===== config.mk =====
export PLATFORM = sky130hd
export DESIGN_NAME = cache_tag_cmp
export DESIGN_NICKNAME = d
export VERILOG_FILES = /design/src/rtl/cache_tag_cmp.sv
export SDC_FILE = /design/constraint.sdc
export NUM_CORES = 1
export LEC_CHECK = 0
export ABC_AREA = 1
export BUFFER_PORTS_ARGS = -buffer_cell sky130_fd_sc_hd__buf_2
export CAP_MARGIN = 10
export CORE_MARGIN = 4
export CORE_UTILIZATION = 31
export CTS_BUF_LIST = sky130_fd_sc_hd__clkbuf_4 sky130_fd_sc_hd__clkbuf_8 sky130_fd_sc_hd__clkbuf_16
export CTS_CLUSTER_DIAMETER = 120
export DETAILED_ROUTE_END_ITERATION = 7
export SLEW_MARGIN = 20
export SYNTH_ARGS = -nofsm -noshare
export SYNTH_HDL_FRONTEND = slang
export SYNTH_SLANG_ARGS = --single-unit

===== constraint.sdc =====
create_clock -name clk -period 7.5 [get_ports clk]
set_input_delay 1.875 -clock clk [delete_from_list [all_inputs] [get_ports clk]]
set_output_delay 1.875 -clock clk [all_outputs]
set_load 0.01 [all_outputs]

===== src/rtl/cache_tag_cmp.sv =====
module cache_tag_cmp #(
  parameter int IDX_W = 6,
  parameter int TAG_W = 12
) (
  input  logic             clk,
  input  logic             flush_n,
  input  logic [IDX_W-1:0] idx,
  input  logic [TAG_W-1:0] tag_in,
  input  logic [2:0]       stat_in,
  input  logic             tag_we,
  input  logic             stat_we,
  input  logic             cs_a_n,
  input  logic             cs_b,
  input  logic             generic_mode,
  input  logic             rd_wr,
  input  logic             ack_force_hi,
  input  logic             ack_oe,
  input  logic             ack_ext_n,
  output logic [TAG_W-1:0] tag_out,
  output logic [2:0]       stat_out,
  output logic             hit,
  output logic             ack_n
);
  localparam int LINES  = 1 << IDX_W;
  localparam int B_VLD  = 0;
  localparam int B_WT   = 2;

  logic [TAG_W-1:0] tag_mem  [LINES];
  logic [2:0]       stat_mem [LINES];

  logic sel, tag_eq, vld_ok, wt_blocks, ack_want;

  assign sel = ~cs_a_n & cs_b;

  always_ff @(posedge clk)
    if (sel && tag_we) tag_mem[idx] <= tag_in;

  for (genvar i = 0; i < LINES; i++) begin : g_line
    always_ff @(posedge clk)
      if (!flush_n)
        stat_mem[i] <= '0;
      else if (sel && stat_we && idx == IDX_W'(i))
        stat_mem[i] <= stat_in;
  end

  assign tag_out   = tag_mem[idx];
  assign stat_out  = stat_mem[idx];
  assign tag_eq    = (tag_out == tag_in);
  assign vld_ok    = generic_mode | stat_out[B_VLD];
  assign hit       = sel & tag_eq & vld_ok;
  assign wt_blocks = ~generic_mode & stat_out[B_WT];
  assign ack_want  = ~ack_ext_n | (hit & (rd_wr | ~wt_blocks));
  assign ack_n     = ~(sel & ack_oe & ~ack_force_hi & ack_want);

  assert_hit_needs_valid_R3: assert property (@(posedge clk) disable iff (!flush_n)
    (hit && !generic_mode) |-> stat_out[B_VLD]);

  assert_deselect_quiet_R8: assert property (@(posedge clk) disable iff (!flush_n)
    !(~cs_a_n & cs_b) |-> (!hit && ack_n));

  assert_deselect_no_write_R8: assert property (@(posedge clk) disable iff (!flush_n)
    !(~cs_a_n & cs_b) |=> (idx != $past(idx)) || (tag_out == $past(tag_out)));

  assert_ack_blocked_R11: assert property (@(posedge clk) disable iff (!flush_n)
    (ack_force_hi || !ack_oe) |-> ack_n);

  assert_tag_write_lands_R4: assert property (@(posedge clk) disable iff (!flush_n)
    (!cs_a_n && cs_b && tag_we) |=> (idx != $past(idx)) || (tag_out == $past(tag_in)));

  assert_flush_clears_R5: assert property (@(posedge clk)
    !flush_n |=> (stat_out == 3'b000));
endmodule


==> impl_metrics.toml, run 1 <==
[timing]
total_negative_setup_slacks_ns = 0
hold_viol = 0
setup_viol = 0
grt_setup_unrepaired = "false"
share_of_the_clock_period_used_by_the_worst_path_after_layout = 0.974
slew_headroom = 0.366
total_count_of_max_transition_violations_in_the_final_report = 0
max_freq_mhz = 137
finalWorstPathRequiredPeriod_ns = 7.30
tightest_slew_ns = 0.950

[logic_synthesis]
ys_seq_area_frac = 0.708
synth.distinct_cells = 29
synthTopCellsByArea = "edfxtp_1, nand2_1, nor2_1"
yosysMostFrequentCell = "nand2_1"
yosys_warnings = 0
netlist.area_leader.share = 0.708
netlist_top_cells_count = "nand2_1, edfxtp_1, nor2_1"
synth_enable_flop_cells = 960
synth_ff_type = "edfxtp_1"
synth_area_um2 = 40700
synth_fp_nets = 3906
synth_async_sr_flop_share = 0
synth.largest_area_cell = "edfxtp_1"
synthesis.instances = 3874
synth_area_per_cell_um2 = 10.5
yosys_register_bits = 960

[floorplan]
num_io_pins = 49
design.die.area_um2 = 137000
design.core.area_um2 = 130000
rows = 132
fp.dieW_um = 370
floorplan.initialDensity = 0.313
die_height_um = 370

[critical_path]
critPathLaunchType = "primary input"
endpoint_kind = "output pin"
cp.arrival_ns = 5.43
crit_chain = "buf_2 -> inv_1 -> nor2_4 -> clkinv_1 -> a21oi_1 -> or2_1 -> nor2_1 -> nor2_1 -> nor2_1 -> nand3_1 -> nand2_1 -> nand3_1 -> nand2_1 -> nand2_1 -> buf_2"
critPathKind = "primary input to output pin"
critical_path_buf_inv_count = 4
crit_fanout = 16
cp.required_ns = 5.62
max_stage_delay_ns = 0.65
timing.critical_path.max_delay_family = "simple AND/OR/NAND/NOR gates"
critPathSlowestCell = "nor2_4"

[global_route]
track_usage = 0.164
grt_first_pass_wirelength_um = 171000
grt_max_degree = 77
grt_pass1_vias = 27000
grt-ovfl-total = 0
grt_antenna_before_repair = 8

[clocking]
cts.reportedPaths.clkPinSlew_ns = 0.06
total_of_hold_buffers_inserted_after_clock_tree_synthesis = 0
cts.sinks = 960
numCtsBuffers = 99
cts-root-buf = "clkbuf_16"
clockBufferDepth = 3
post_cts_resized = 0
buffer_count_from_post_cts_setup_fixing = 0
cts.htree.levels = 3
tritoncts = "done"

[drt]
drtAntennaViolNets = 0
avgRoutedWirePerCell_um = 19.9
post-route-drc-count = 0
drt-pass1-iter-count = 6
number_of_drc_markers_after_the_initial_detailed_route_iteration = 3182
route.detailed.vias_per_inst = 4.88
vias = 28100
drt-total-wl_um = 115000

[pwr]
leakagePower_nw = 17.8
power_density_nw_per_um2 = 251
power.ir.vdd_worst_mv = 0.191

[cells_and_area]
nets = 3977
fraction_of_layout_instances_using_a_drive_strength_above_1 = 0.0919
instances_no_fill = 5767
syn2layout_area_growth_pct = 14.7
antenna_cells = 0

[place]
gp_congestion = 0.873
dp_cells = 5586
dpl.hpwl_um = 69600
numPortBuffers = 48

[flow_run]
max-cap-violations = 0

[min_path]
hold_class = "primary input to flop"

[run_status]
result_of_the_run = "completed"
==> routing by layer <==
metal	wire length (um)	track usage
met1	49500	0.228
met2	52900	0.262
met3	9420	0.0311
met4	3060	0.0465
met5	26	0
==> layout by cell type, fill, tap and decap left out <==
cell,instances
clkinv_16,1
nor2_1,405
nor4_1,2
o21ai_0,81
o21ai_1,3
nor3b_1,1
buf_12,18
edfxtp_1,960
inv_1,50
o31ai_1,4
or2_1,4
nor3_1,1
buf_4,111
inv_2,4
nand3_1,178
bufinv_16,11
buf_2,45
a21oi_1,47
clkbuf_4,21
clkbuf_16,101
inv_6,5
clkinv_1,24
clkinv_8,1
nand4_1,19
or2_0,1
clkinv_2,20
buf_8,1
nand2_1,1810
inv_8,1
a22oi_1,64
o221ai_1,1
nand2_4,1
nor2_2,22
or2_2,1
nor2_4,6
==> report_power, final <==
part	internal, W	switching, W	leakage, nW	total [W]
Sequential	0.00596	0.0000185	8.72	0.00598
Clock	0.00292	0.00206	1.64	0.00498
Combinational	0.000188	0.000587	7.41	0.000775
Total	0.00907	0.00266	17.8	0.0117
==> metrics by stage <==
step / power (W) / hold WS (ns) / worst slack, ns / area [um2] / util
3_5_place_dp: 0.00686 / 2.33 / 0.303 / 43400 / 0.334
3_3_place_gp: 0.00686 / 2.32 / 0.292 / 43400 / 0.334
2_1_floorplan: 0.00650 / 1.97 / 2.02 / 40700 / -
5_1_grt: 0.0121 / 1.63 / 0.0574 / 46700 / 0.360
6_report: 0.0117 / 1.67 / 0.196 / 46700 / 0.360
4_1_cts: 0.0118 / 1.64 / 0.300 / 46700 / 0.359
==> sequential cells by signal, summed over array words and instances (netlist names) <==
name,count
tag_mem,768
stat_mem,192
==> final cells by class <==
cell class              count  area (um2)
clock inverters            59         589
clock buffers             122        2690
repair buffers            175        1430
flip-flops and latches    960       28800
inverters                  58         235
multi-input cells        2651       10800
well taps                1742        2180
fillers                 12700       83300
==> cells by family after synthesis <==
kind of cell / Yosys count / synth area share
AND/OR/NAND/NOR: 2451 / 0.234
flip-flops: 960 / 0.708
buffers and inverters: 263 / 0.0293
AO/OA/AOI/OAI: 200 / 0.0288
==> worst paths after layout <==
path	depth (start not counted)	end	start	slack [ns]
setup / recovery	15	ack_n	idx[3]	0.20
hold / removal	1	tag_mem[14][11]	tag_in[11]	1.67
Power figures use the tool's default switching activity.
==> run 2, diff against run 1 <==
==> constraint.sdc (replaced) <==
create_clock -name clk -period 7.5 [get_ports clk]
set_input_delay 0.375 -clock clk [delete_from_list [all_inputs] [get_ports clk]]
set_output_delay 0.375 -clock clk [all_outputs]
set_load 0.01 [all_outputs]
==> run 2 against run 1 <==
Wire length decreased by 1.6%. Critical path depth rose by 3. Combinational power decreased by 4.4%. Clock power shrank 4%. Cell count down 0.92%. Sequential power about the same. Die area unchanged. Worst setup slack gained 2.2 ns. Non-clock buffer count down 44. First-iteration DRC count is 11% lower. Critical path type unchanged. Critical endpoint is now hit. Largest power group unchanged.
==> impl_metrics.toml, run 2 (synthesis results as in run 1) <==
[cells_and_area]
syn2layout_area_growth_pct = 13.0
fillcell_total = 12800
most_common_cell_after_layout_fill_and_taps_aside = "nand2_1"
flip_flop_count_of_the_largest_register_all_copies_and_words_added = 768
antenna_cells = 0
max_flop_register = "tag_mem"
most_frequent_cells_in_the_layout = "nand2_1, edfxtp_1, nor2_1"
instances_no_fill = 5714
fraction_of_layout_instances_using_a_drive_strength_above_1 = 0.0828
largestRegisters = "tag_mem (768), stat_mem (192)"
nets = 3930
seqCellArea_um2 = 28800
multi_input_area_um2 = 10800
design_area_um2 = 46000

[timing]
max_freq_mhz = 195
total_negative_setup_slacks_ns = 0
hold_viol = 0
share_of_the_clock_period_used_by_the_worst_path_after_layout = 0.684
grt_setup_unrepaired = "false"
slew_headroom = 0.217
finalWorstPathRequiredPeriod_ns = 5.13
setup_viol = 0
tightest_slew_ns = 1.17
worst_hold_slack_ns = 0.193
total_count_of_max_transition_violations_in_the_final_report = 0

[clocking]
cts.reportedPaths.clkPinSlew_ns = 0.06
numCtsBuffers = 96
buffer_count_from_post_cts_setup_fixing = 0
total_of_hold_buffers_inserted_after_clock_tree_synthesis = 0
cts.htree.levels = 3
post_cts_resized = 0
cts-root-buf = "clkbuf_16"
tritoncts = "done"
clockBufferDepth = 3
cts.sinks = 960

[run_status]
result_of_the_run = "completed"

[critical_path]
endpoint_kind = "output pin"
critPathSlowestCell = "buf_4"
timing.critical_path.max_delay_family = "simple AND/OR/NAND/NOR gates"
critical_path_buf_inv_count = 4
path_common_cell = "nand2_1"
cp.arrival_ns = 4.76
cp.required_ns = 7.12
critPathLaunchType = "primary input"
crit_chain = "buf_4 -> inv_6 -> nor2_4 -> buf_12 -> nand2_1 -> nand3_1 -> nand2_1 -> nand2_1 -> nor2_1 -> nor2_1 -> nor2_1 -> nand2_1 -> nand2_1 -> nand2_1 -> nor3b_1 -> nand2_1 -> nor2_1 -> buf_2"
max_stage_delay_ns = 0.52
critPathKind = "primary input to output pin"
crit_fanout = 143

[flow_run]
max-cap-violations = 0

[drt]
vias = 28100
route.detailed.vias_per_inst = 4.91
avgRoutedWirePerCell_um = 19.8
number_of_drc_markers_after_the_initial_detailed_route_iteration = 2846
drt-total-wl_um = 113000
drtAntennaViolNets = 0
post-route-drc-count = 0
drt-pass1-iter-count = 6

[place]
dpl.hpwl_um = 65600
gp_congestion = 0.898
numPortBuffers = 48
dp_cells = 5542
post_dp_cell_area_um2 = 42900

[global_route]
grt_first_pass_wirelength_um = 168000
track_usage = 0.161
grt-ovfl-total = 0
grt_antenna_before_repair = 1
grt_pass1_vias = 26800
grt_max_degree = 144

[pwr]
p_int_w = 0.00884
leakagePower_nw = 17.4
power_density_nw_per_um2 = 250
switching_part_of_the_total = 0.232
power.ir.vdd_worst_mv = 0.191
total_power_w = 0.0115
power.share.clock = 0.415
sequential_cell_fraction_of_total_power = 0.520
pwr-share-comb = 0.064
p_sw_w = 0.00267

[floorplan]
num_io_pins = 49
floorplan.initialDensity = 0.313
design.die.area_um2 = 137000
rows = 132
fp.dieW_um = 370
design.core.area_um2 = 130000
die_height_um = 370

[min_path]
hold_class = "primary input to flop"
worst_hold_path.num_cells = 1
timing.hold.worst.start = "tag_in[2]"
timing.hold.worst_endpoint = "tag_mem[34][2]"
==> run 2: through the flow <==
stage / utilization / setup slack (ns)
4_1_cts: 0.354 / 2.58
3_3_place_gp: 0.330 / 2.55
2_1_floorplan: - / 4.79
3_5_place_dp: 0.330 / 2.59
6_report: 0.354 / 2.37
5_1_grt: 0.354 / 2.21
==> run 2: final cells by class <==
cell class,instances,area share
flip-flops and latches,960,0.626
multi-input cells,2651,0.234
clock buffers,115,0.0553
well taps,1742,0.0473
repair buffers,131,0.0194
clock inverters,57,0.0124
inverters,58,0.00511
==> run 2: how the worst max path moves through the flow <==
stage,startpoint,end,slack [ns],depth (start not counted)
6_report,idx[1],hit,2.37,18
5_1_grt,idx[1],hit,2.21,18
4_1_cts,idx[1],hit,2.58,18
3_5_place_dp,idx[1],hit,2.59,18
3_3_place_gp,idx[1],hit,2.55,18
2_1_floorplan,idx[0],tag_mem[24][0],4.79,10
==> run 2: metal layers <==
metal  GRT usage  up-vias  wire length (um)
li1            -    13000                 -
met1       0.222    13700             47900
met2       0.257     1182             52200
met3      0.0333      181              9910
met4      0.0445        0              2960
met5           0        -                 0
==> run 2: power by group through the flow <==
stage / combinational (W) / sequential (W) / clock [W]
after floorplan: 0.000416 / 0.00609 / 0
after global placement: 0.000732 / 0.00610 / 0
after detailed placement: 0.000735 / 0.00610 / 0
after CTS: 0.000738 / 0.00598 / 0.00485
after global routing: 0.000811 / 0.00598 / 0.00508
final: 0.000741 / 0.00598 / 0.00478
